`config.mk`:
```
export PLATFORM = sky130hd
export DESIGN_NAME = sm_addsub
export DESIGN_NICKNAME = d
export VERILOG_FILES = /design/src/rtl/sm_arith_pkg.sv /design/src/rtl/sm_field_split.sv /design/src/rtl/sm_mag_engine.sv /design/src/rtl/sm_result_pack.sv /design/src/rtl/sm_addsub.sv
export SDC_FILE = /design/constraint.sdc
export NUM_CORES = 1
export LEC_CHECK = 0
export ABC_AREA = 0
export BUFFER_PORTS_ARGS = -buffer_cell sky130_fd_sc_hd__buf_2
export CAP_MARGIN = 20
export CORE_MARGIN = 4
export CORE_UTILIZATION = 45
export DETAILED_ROUTE_END_ITERATION = 16
export PLACE_DENSITY = 0.72
export SLEW_MARGIN = 20
export SYNTH_ARGS = -nofsm -noshare
export SYNTH_HDL_FRONTEND = slang
export SYNTH_HIERARCHICAL = 1
export SYNTH_SLANG_ARGS = --single-unit
```
`constraint.sdc`:
```
create_clock -name vclk -period 3.9
set_input_delay 0.78 -clock vclk [all_inputs]
set_output_delay 0.78 -clock vclk [all_outputs]
set_load 0.05 [all_outputs]
```
`src/rtl/sm_arith_pkg.sv`:
```
package sm_arith_pkg;

    typedef enum logic {
        SGN_POS = 1'b0,
        SGN_NEG = 1'b1
    } sgn_e;

    typedef enum logic [1:0] {
        PATH_ADD = 2'd0,
        PATH_FWD = 2'd1,
        PATH_REV = 2'd2
    } path_e;

    function automatic sgn_e eff_sign(input logic raw_sign, input logic negate);
        return sgn_e'(raw_sign ^ negate);
    endfunction

endpackage

```
`src/rtl/sm_field_split.sv`:
```
module sm_field_split #(
    parameter int W = 8,
    localparam int MW = W - 1
) (
    input  logic [W-1:0]        word_i,
    output sm_arith_pkg::sgn_e  sgn_o,
    output logic [MW-1:0]       mag_o
);
    assign sgn_o = sm_arith_pkg::sgn_e'(word_i[W-1]);
    assign mag_o = word_i[MW-1:0];
endmodule

```
`src/rtl/sm_mag_engine.sv`:
```
module sm_mag_engine #(
    parameter int MW = 7,
    localparam int EW = MW + 1
) (
    input  logic [MW-1:0]        mag_a_i,
    input  logic [MW-1:0]        mag_b_i,
    input  logic                 same_i,
    output logic [MW-1:0]        mag_o,
    output logic                 carry_o,
    output sm_arith_pkg::path_e  path_o
);
    import sm_arith_pkg::*;

    logic [EW-1:0] sum_x;
    logic [EW-1:0] dif_x;
    logic [MW-1:0] fixed;
    logic          borrow;

    assign sum_x  = {1'b0, mag_a_i} + {1'b0, mag_b_i};
    assign dif_x  = {1'b0, mag_a_i} - {1'b0, mag_b_i};
    assign borrow = dif_x[MW];
    assign fixed  = ~dif_x[MW-1:0] + {{(MW-1){1'b0}}, 1'b1};

    always_comb begin
        if (same_i)       path_o = PATH_ADD;
        else if (!borrow) path_o = PATH_FWD;
        else              path_o = PATH_REV;
    end

    always_comb begin
        unique case (path_o)
            PATH_ADD: mag_o = sum_x[MW-1:0];
            PATH_FWD: mag_o = dif_x[MW-1:0];
            default:  mag_o = fixed;
        endcase
    end

    assign carry_o = same_i & sum_x[MW];

    // corrected magnitude matches a direct reverse subtraction
    always_comb begin
        if (path_o == PATH_REV) begin
            p_rev_mag_r5: assert (mag_o == MW'(mag_b_i - mag_a_i))
                else $error("p_rev_mag_r5");
        end
    end

    // a forward difference never exceeds the first magnitude
    always_comb begin
        if (path_o == PATH_FWD) begin
            p_fwd_le_r4: assert (mag_o <= mag_a_i)
                else $error("p_fwd_le_r4");
        end
    end
endmodule

```
`src/rtl/sm_result_pack.sv`:
```
module sm_result_pack #(
    parameter int W = 8,
    localparam int MW = W - 1
) (
    input  sm_arith_pkg::sgn_e   sgn_a_i,
    input  sm_arith_pkg::sgn_e   sgn_b_i,
    input  sm_arith_pkg::path_e  path_i,
    input  logic [MW-1:0]        mag_i,
    input  logic                 carry_i,
    output logic [W-1:0]         word_o,
    output logic                 ovf_o
);
    import sm_arith_pkg::*;

    sgn_e sgn_pick;
    sgn_e sgn_fin;

    always_comb begin
        if (path_i == PATH_REV) sgn_pick = sgn_b_i;
        else                    sgn_pick = sgn_a_i;
        sgn_fin = (mag_i == '0) ? SGN_POS : sgn_pick;
    end

    assign word_o = {logic'(sgn_fin), mag_i};
    assign ovf_o  = carry_i;

    // no negative zero leaves the unit
    always_comb begin
        if (word_o[MW-1:0] == '0) begin
            p_no_neg_zero_r7: assert (word_o[W-1] == 1'b0)
                else $error("p_no_neg_zero_r7");
        end
    end
endmodule

```
`src/rtl/sm_addsub.sv`:
```
module sm_addsub #(
    parameter int W = 8,
    localparam int MW = W - 1
) (
    input  logic [W-1:0] op_a_i,
    input  logic [W-1:0] op_b_i,
    input  logic         sub_i,
    output logic [W-1:0] res_o,
    output logic         ovf_o
);
    import sm_arith_pkg::*;

    sgn_e          sgn_a;
    sgn_e          sgn_b_raw;
    sgn_e          sgn_b_eff;
    logic [MW-1:0] mag_a;
    logic [MW-1:0] mag_b;
    logic [MW-1:0] mag_r;
    logic          carry;
    logic          same;
    path_e         path;

    sm_field_split #(.W(W)) u_split_a (
        .word_i (op_a_i),
        .sgn_o  (sgn_a),
        .mag_o  (mag_a)
    );

    sm_field_split #(.W(W)) u_split_b (
        .word_i (op_b_i),
        .sgn_o  (sgn_b_raw),
        .mag_o  (mag_b)
    );

    assign sgn_b_eff = eff_sign(logic'(sgn_b_raw), sub_i);
    assign same      = (sgn_a == sgn_b_eff);

    sm_mag_engine #(.MW(MW)) u_engine (
        .mag_a_i (mag_a),
        .mag_b_i (mag_b),
        .same_i  (same),
        .mag_o   (mag_r),
        .carry_o (carry),
        .path_o  (path)
    );

    sm_result_pack #(.W(W)) u_pack (
        .sgn_a_i (sgn_a),
        .sgn_b_i (sgn_b_eff),
        .path_i  (path),
        .mag_i   (mag_r),
        .carry_i (carry),
        .word_o  (res_o),
        .ovf_o   (ovf_o)
    );

    // overflow only with matching effective signs
    always_comb begin
        if (ovf_o) begin
            p_ovf_same_r8: assert (op_a_i[W-1] == (op_b_i[W-1] ^ sub_i))
                else $error("p_ovf_same_r8");
        end
    end

    // a nonzero result of a same-sign operation keeps that sign
    always_comb begin
        if ((op_a_i[W-1] == (op_b_i[W-1] ^ sub_i)) && (res_o[MW-1:0] != '0)) begin
            p_sum_sign_r2: assert (res_o[W-1] == op_a_i[W-1])
                else $error("p_sum_sign_r2");
        end
    end
endmodule

```
==> results of run 1 <==
## cells in the mapped netlist (all sizes together)
| cell type | number | share of area |
|---|---|---|
| buf | 25 | 0.18 |
| clkbuf | 1 | 0.0037 |
| a31o | 1 | 0.0086 |
| fa | 2 | 0.039 |
| nor2 | 8 | 0.029 |
| a21oi | 11 | 0.065 |
| nor4 | 1 | 0.012 |
| o211ai | 1 | 0.0074 |
| a21o | 3 | 0.022 |
| nor3 | 5 | 0.025 |
| nand2b | 1 | 0.0061 |
| or3b | 1 | 0.0086 |
| ha | 15 | 0.18 |
| nor2b | 2 | 0.020 |
| nand2 | 7 | 0.026 |
| or2 | 2 | 0.015 |
| and2 | 1 | 0.0061 |
| nor3b | 2 | 0.015 |
| o311ai | 1 | 0.0086 |
| o21ai | 3 | 0.015 |
| and4 | 1 | 0.0086 |
| a211oi | 2 | 0.015 |
| xnor3 | 1 | 0.022 |
| o2111ai | 1 | 0.0086 |
| o31ai | 2 | 0.015 |
| nand3 | 1 | 0.0049 |
| xnor2 | 10 | 0.086 |
| o21a | 1 | 0.0074 |
| nand3b | 1 | 0.0074 |
| inv | 15 | 0.055 |
| a31oi | 1 | 0.0061 |
| mux2i | 1 | 0.0098 |
| xor2 | 4 | 0.034 |
| o21bai | 3 | 0.022 |
## path summary, 6_finish.rpt
kind                  endpoint  slack [ps]       from  cells past startpoint
worst max-delay path  res_o[7]         -90  op_a_i[0]                     14
worst min-delay path  res_o[7]        2010  op_a_i[7]                      4
## critical path: stages
cell and delay [ps]:
buf_8 80, inv_4 30, ha_4 150, fa_2 330, nand2b_4 150, a21oi_4 170, xnor2_2 160, nor3_2 80
or3b_1 370, a31o_1 210, xnor2_2 150, nor4_2 290, a21oi_2 90, buf_6 160
## routing by layer
layer	share of wire	vias up	GRT usage	wire length [um]
met2	0.49	25	0.242	1100
met1	0.45	411	0.190	1020
met4	0	0	0	0
li1	-	479	-	-
met5	0	-	0	0
met3	0.060	0	0.00928	136
## stage by stage
step                      worst slack (ps)  instances
after floorplan                      -49.3        137
after global placement                -185        179
after detailed placement              -214        179
after CTS                            -63.3        182
after global routing                  -213        183
final                                -90.9        183
## power groups by stage
stage / logic (mW) / clock network (mW) / registers [mW]
final: 0.376 / 0 / 0
after global placement: 0.326 / 0 / 0
after floorplan: 0.300 / 0 / 0
after global routing: 0.403 / 0 / 0
after CTS: 0.354 / 0 / 0
after detailed placement: 0.330 / 0 / 0
## repair_timing
item	CTS	global route
setup buffers	3	1
setup endpoints to repair	2	3
pin swaps	11	0
gates resized for setup	14	9
hold buffers	0	0
## kinds of logic after synthesis
| logic type | synth area share |
|---|---|
| xor+xnor | 0.142 |
| buf+inv | 0.243 |
| mux | 0.00980 |
| simple gates | 0.183 |
| compound gates | 0.200 |
| fa+ha+maj | 0.223 |
## area by class of cell
type / instances / area share
Timing Repair Buffer: 45 / 0.239
Multi-Input combinational cell: 96 / 0.689
Tap cell: 27 / 0.0262
Inverter: 15 / 0.0457
==> summary.txt, run 1 <==
Route
  – Detail Route Antenna Nets: 0
  – Vias per cell: 5.00
  – WL final: 2260 um
  – Iteration-0 DRC Markers: 16
  – 1st-pass router iterations: 4
  – Residual DRC: 0
  – Vias: 915
  – Avg WL per Cell: 12.3 um

Setup path
  – Worst EP arrival: 3210 ps
  – Setup crit start kind: input port
  – Crit end category: output pin
  – Worst-path maximum fanout: 2
  – Crit path kind: in -> out
  – Req. time, crit path: 3120 ps

Status
  – Failing checks: negative setup slack
  – Status: finished, violations left

Finish
  – Clock buffers: 0
  – Most common cell after layout, fill and taps aside: buf_2
  – Commonest cells after routing, fill and taps aside: 21 x buf_2, 18 x buf_4, 13 x inv_1, 13 x ha_1, 8 x nor2_1
  – Fillers: 184
  – Util after Layout: 0.624
  – FF/Latch Area: 0 um^2
  – Area of the multi-input gates: 887 um^2
  – Layout area overhead: 26.1%
  – Fraction of layout cells with a size suffix above 1: 0.442
  – FFs & Latches: 0
  – Final Instance Area: 1290 um^2
  – Antenna cells: 0
  – Nets: 192

Placement
  – Placer Congestion: 0.842
  – Post-DP Area: 1150 um^2
  – HPWL after detailed placement: 1820 um
  – PortBufs: 26

Synthesis
  – Syn avg cell area: 7.45 um^2
  – Yosys warnings: 6
  – Syn Nets: 171
  – Cells after Synth: 137
  – Yosys cell types: 38
  – Area of the mapped netlist: 1020 um^2
  – Seq/Total Area, Yosys: 0

Timing
  – Slew Viols, Final: 0
  – Final worst setup slack: -90.9 ps
  – Slew HR: 0.743
  – Final Setup Violations: 1
  – Final worst-path cycle share: 1.02
  – Final setup TNS: -90.9 ps
  – Hold_ws: 2010 ps
  – RSZ-0062 raised after global routing: yes
  – Minimum clock period: 3990 ps
  – Fmax: 251 MHz
  – Worst-margin pin slew: 383 ps
  – Fin. Hold Viols: 0

GRT
  – First-pass GRT wire length: 3670 um
  – Vias in the first global route: 859
  – Initial antenna violation count: 0
  – Global route overflow: 0
  – Global Route Usage Sum: 0.136
  – Largest net degree at the start of global routing: 9

Run
  – Max-cap violations: 0

Floorplan
  – Core footprint: 2060 um^2
  – Row count: 16
  – Die height: 55.6 um
  – Starting Density: 0.495
  – Die footprint: 3090 um^2
  – Die Wd: 55.6 um
  – Num ports: 26

Power
  – Max VDD drop: 0.228 mV
  – Total net switching power: 0.229 mW
  – Reg power frac: 0
  – Combinational share of power: 1.000
  – Internal power: 0.147 mW
  – Sw frac: 0.610
  – Clock power frac: 0
  – Lkg Pwr: 0.657 nW
  – Tot Pwr: 0.376 mW
  – Pwr dens: 292 nW/um^2

Min path
  – Worst hold path type: in -> out
Power figures use the tool's default switching activity.
==> run 2, diff against run 1 <==
CORE_UTILIZATION = 52   (was 45)
PLACE_DENSITY = 0.82   (was 0.72)
==> summary.txt, run 2 (synthesis results as in run 1) <==
Placement
  – PortBufs: 26 (unchanged)
  – # placed instances: 177 (-1.1%)
  – Place WS: -262 ps (-48.2 ps)
  – HPWL after detailed placement: 2020 um (+11%)
  – Placer Congestion: 0.913 (+8.4%)

Finish
  – Fraction of layout cells with a size suffix above 1: 0.433 (-0.00919)
  – Most common cell after layout, fill and taps aside: buf_2
  – Layout area overhead: 27.3%
  – Fillers: 144 (-22%)
  – Area of the multi-input gates: 891 um^2 (+0.42%)
  – Nets: 193 (+0.52%)
  – Commonest cells after routing, fill and taps aside: 21 x buf_2, 19 x buf_4, 14 x inv_1, 14 x ha_1, 8 x nor2_1
  – Clock buffers: 0 (unchanged)
  – FF/Latch Area: 0 um^2 (unchanged)
  – FFs & Latches: 0 (unchanged)
  – Antenna cells: 0 (unchanged)
  – Post-Layout Cell Count: 182 (-0.55%)

Timing
  – Final worst setup slack: -131 ps (-39.7 ps)
  – Fin. Hold Viols: 0 (unchanged)
  – Final worst-path cycle share: 1.03 (+0.0102)
  – Worst-margin pin slew: 402 ps (+18.9 ps)
  – Fmax: 248 MHz (-0.98%)
  – Slew Viols, Final: 0 (unchanged)
  – RSZ-0062 raised after global routing: yes
  – Final Setup Violations: 1 (unchanged)
  – Minimum clock period: 4030 ps (+39.7 ps)
  – Slew HR: 0.730 (-0.0123)

Floorplan
  – Die Wd: 52.3 um (-6.0%)
  – Starting Density: 0.567 (+0.0715)
  – Row count: 15 (-1)
  – Core footprint: 1800 um^2 (-13%)
  – Die height: 52.3 um (-6.0%)
  – Num ports: 26 (unchanged)
  – Die footprint: 2740 um^2 (-12%)

Setup path
  – Worst EP arrival: 3250 ps (+40 ps)
  – Worst-path maximum fanout: 2 (unchanged)
  – Setup crit start kind: input port
  – Req. time, crit path: 3120 ps (about the same)
  – Crit path kind: in -> out
  – Crit end category: output pin

Min path
  – Hold Crit Depth: 4 (unchanged)
  – Worst Hold Launch: op_b_i[0]
  – Worst hold path type: in -> out
  – Hold endpoint: res_o[0]

Route
  – Detail Route Antenna Nets: 0 (unchanged)
  – Avg WL per Cell: 15.1 um (+22%)
  – Vias per cell: 5.53 (+11%)
  – 1st-pass router iterations: 4 (unchanged)
  – WL final: 2740 um (+21%)
  – Iteration-0 DRC Markers: 26 (+10)
  – Vias: 1007 (+10%)
  – Residual DRC: 0 (unchanged)

CTS
  – Hold_buf cts: 0 (unchanged)

Status
  – Failing checks: negative setup slack
  – Status: finished, violations left

GRT
  – Largest net degree at the start of global routing: 12 (+3)
  – Global Route Usage Sum: 0.191 (+0.0547)
  – Global route overflow: 0 (unchanged)
  – Initial antenna violation count: 0 (unchanged)
  – First-pass GRT wire length: 4130 um (+13%)
  – Vias in the first global route: 1009 (+17%)

Power
  – Pwr dens: 296 nW/um^2 (+1.7%)
  – Lkg Pwr: 0.664 nW (+1.2%)
  – Tot Pwr: 0.385 mW (+2.6%)
  – Max VDD drop: 0.187 mV (-18%)

Run
  – Max-cap violations: 0 (unchanged)
[run 2: stage by stage]
stage | hold WS (ps) | cell area, um^2 | util | TNS, ps
floorplan | 1950 | 1070 | - | -49.3
global placement | 2060 | 1150 | 0.636 | -142
detailed placement | 2080 | 1150 | 0.636 | -387
CTS | 2010 | 1250 | 0.692 | -60.4
global route | 2030 | 1300 | 0.722 | -323
finish | 2010 | 1300 | 0.722 | -131
[run 2: worst max path at each step]
stage	from	endpoint	slack (ps)	cells after the start
global route	op_a_i[0]	res_o[7]	-260	13
CTS	op_a_i[0]	res_o[7]	-60	14
global placement	op_a_i[0]	res_o[7]	-140	14
finish	op_a_i[0]	res_o[7]	-130	15
floorplan	op_a_i[0]	res_o[7]	-50	14
detailed placement	op_a_i[0]	res_o[7]	-260	14
[run 2: routing by layer]
layer  wire length (um)  GRT usage  part of all wire  vias to the layer above
li1                   -          -                 -                      480
met1               1140      0.217              0.42                      476
met2               1360      0.372              0.50                       41
met3                148     0.0142             0.054                       10
met4                 92     0.0511             0.034                        0
met5                  0          0                 0                        -
[run 2: power breakdown]
part	total (mW)	switching, mW	internal [mW]
registers	0	0	0
logic	0.385	0.240	0.146
clock network	0	0	0
total	0.385	0.240	0.146
[run 2: area by class of cell]
class	instances	share of cell area
inverters	15	0.0452
multi-input cells	96	0.685
well taps	25	0.0241
repair buffers	46	0.245
[run 2: repair_timing]
action / CTS / global route
setup buffers: 4 / 1
pin swaps: 12 / 5
hold endpoints to repair: 0 / 0
gates resized for setup: 15 / 10
setup endpoints to repair: 3 / 4
[run 2: critical path, stage by stage]
cell      delay [ps]
buf_8             80
inv_4             30
ha_4             150
fa_2             340
nand2b_4         150
a21oi_4          200
buf_6            130
a31oi_4           80
or2_4            270
o311ai_4         230
nor3_2            70
xor2_1           170
nor4_2           310
a21oi_2          100
buf_6            160
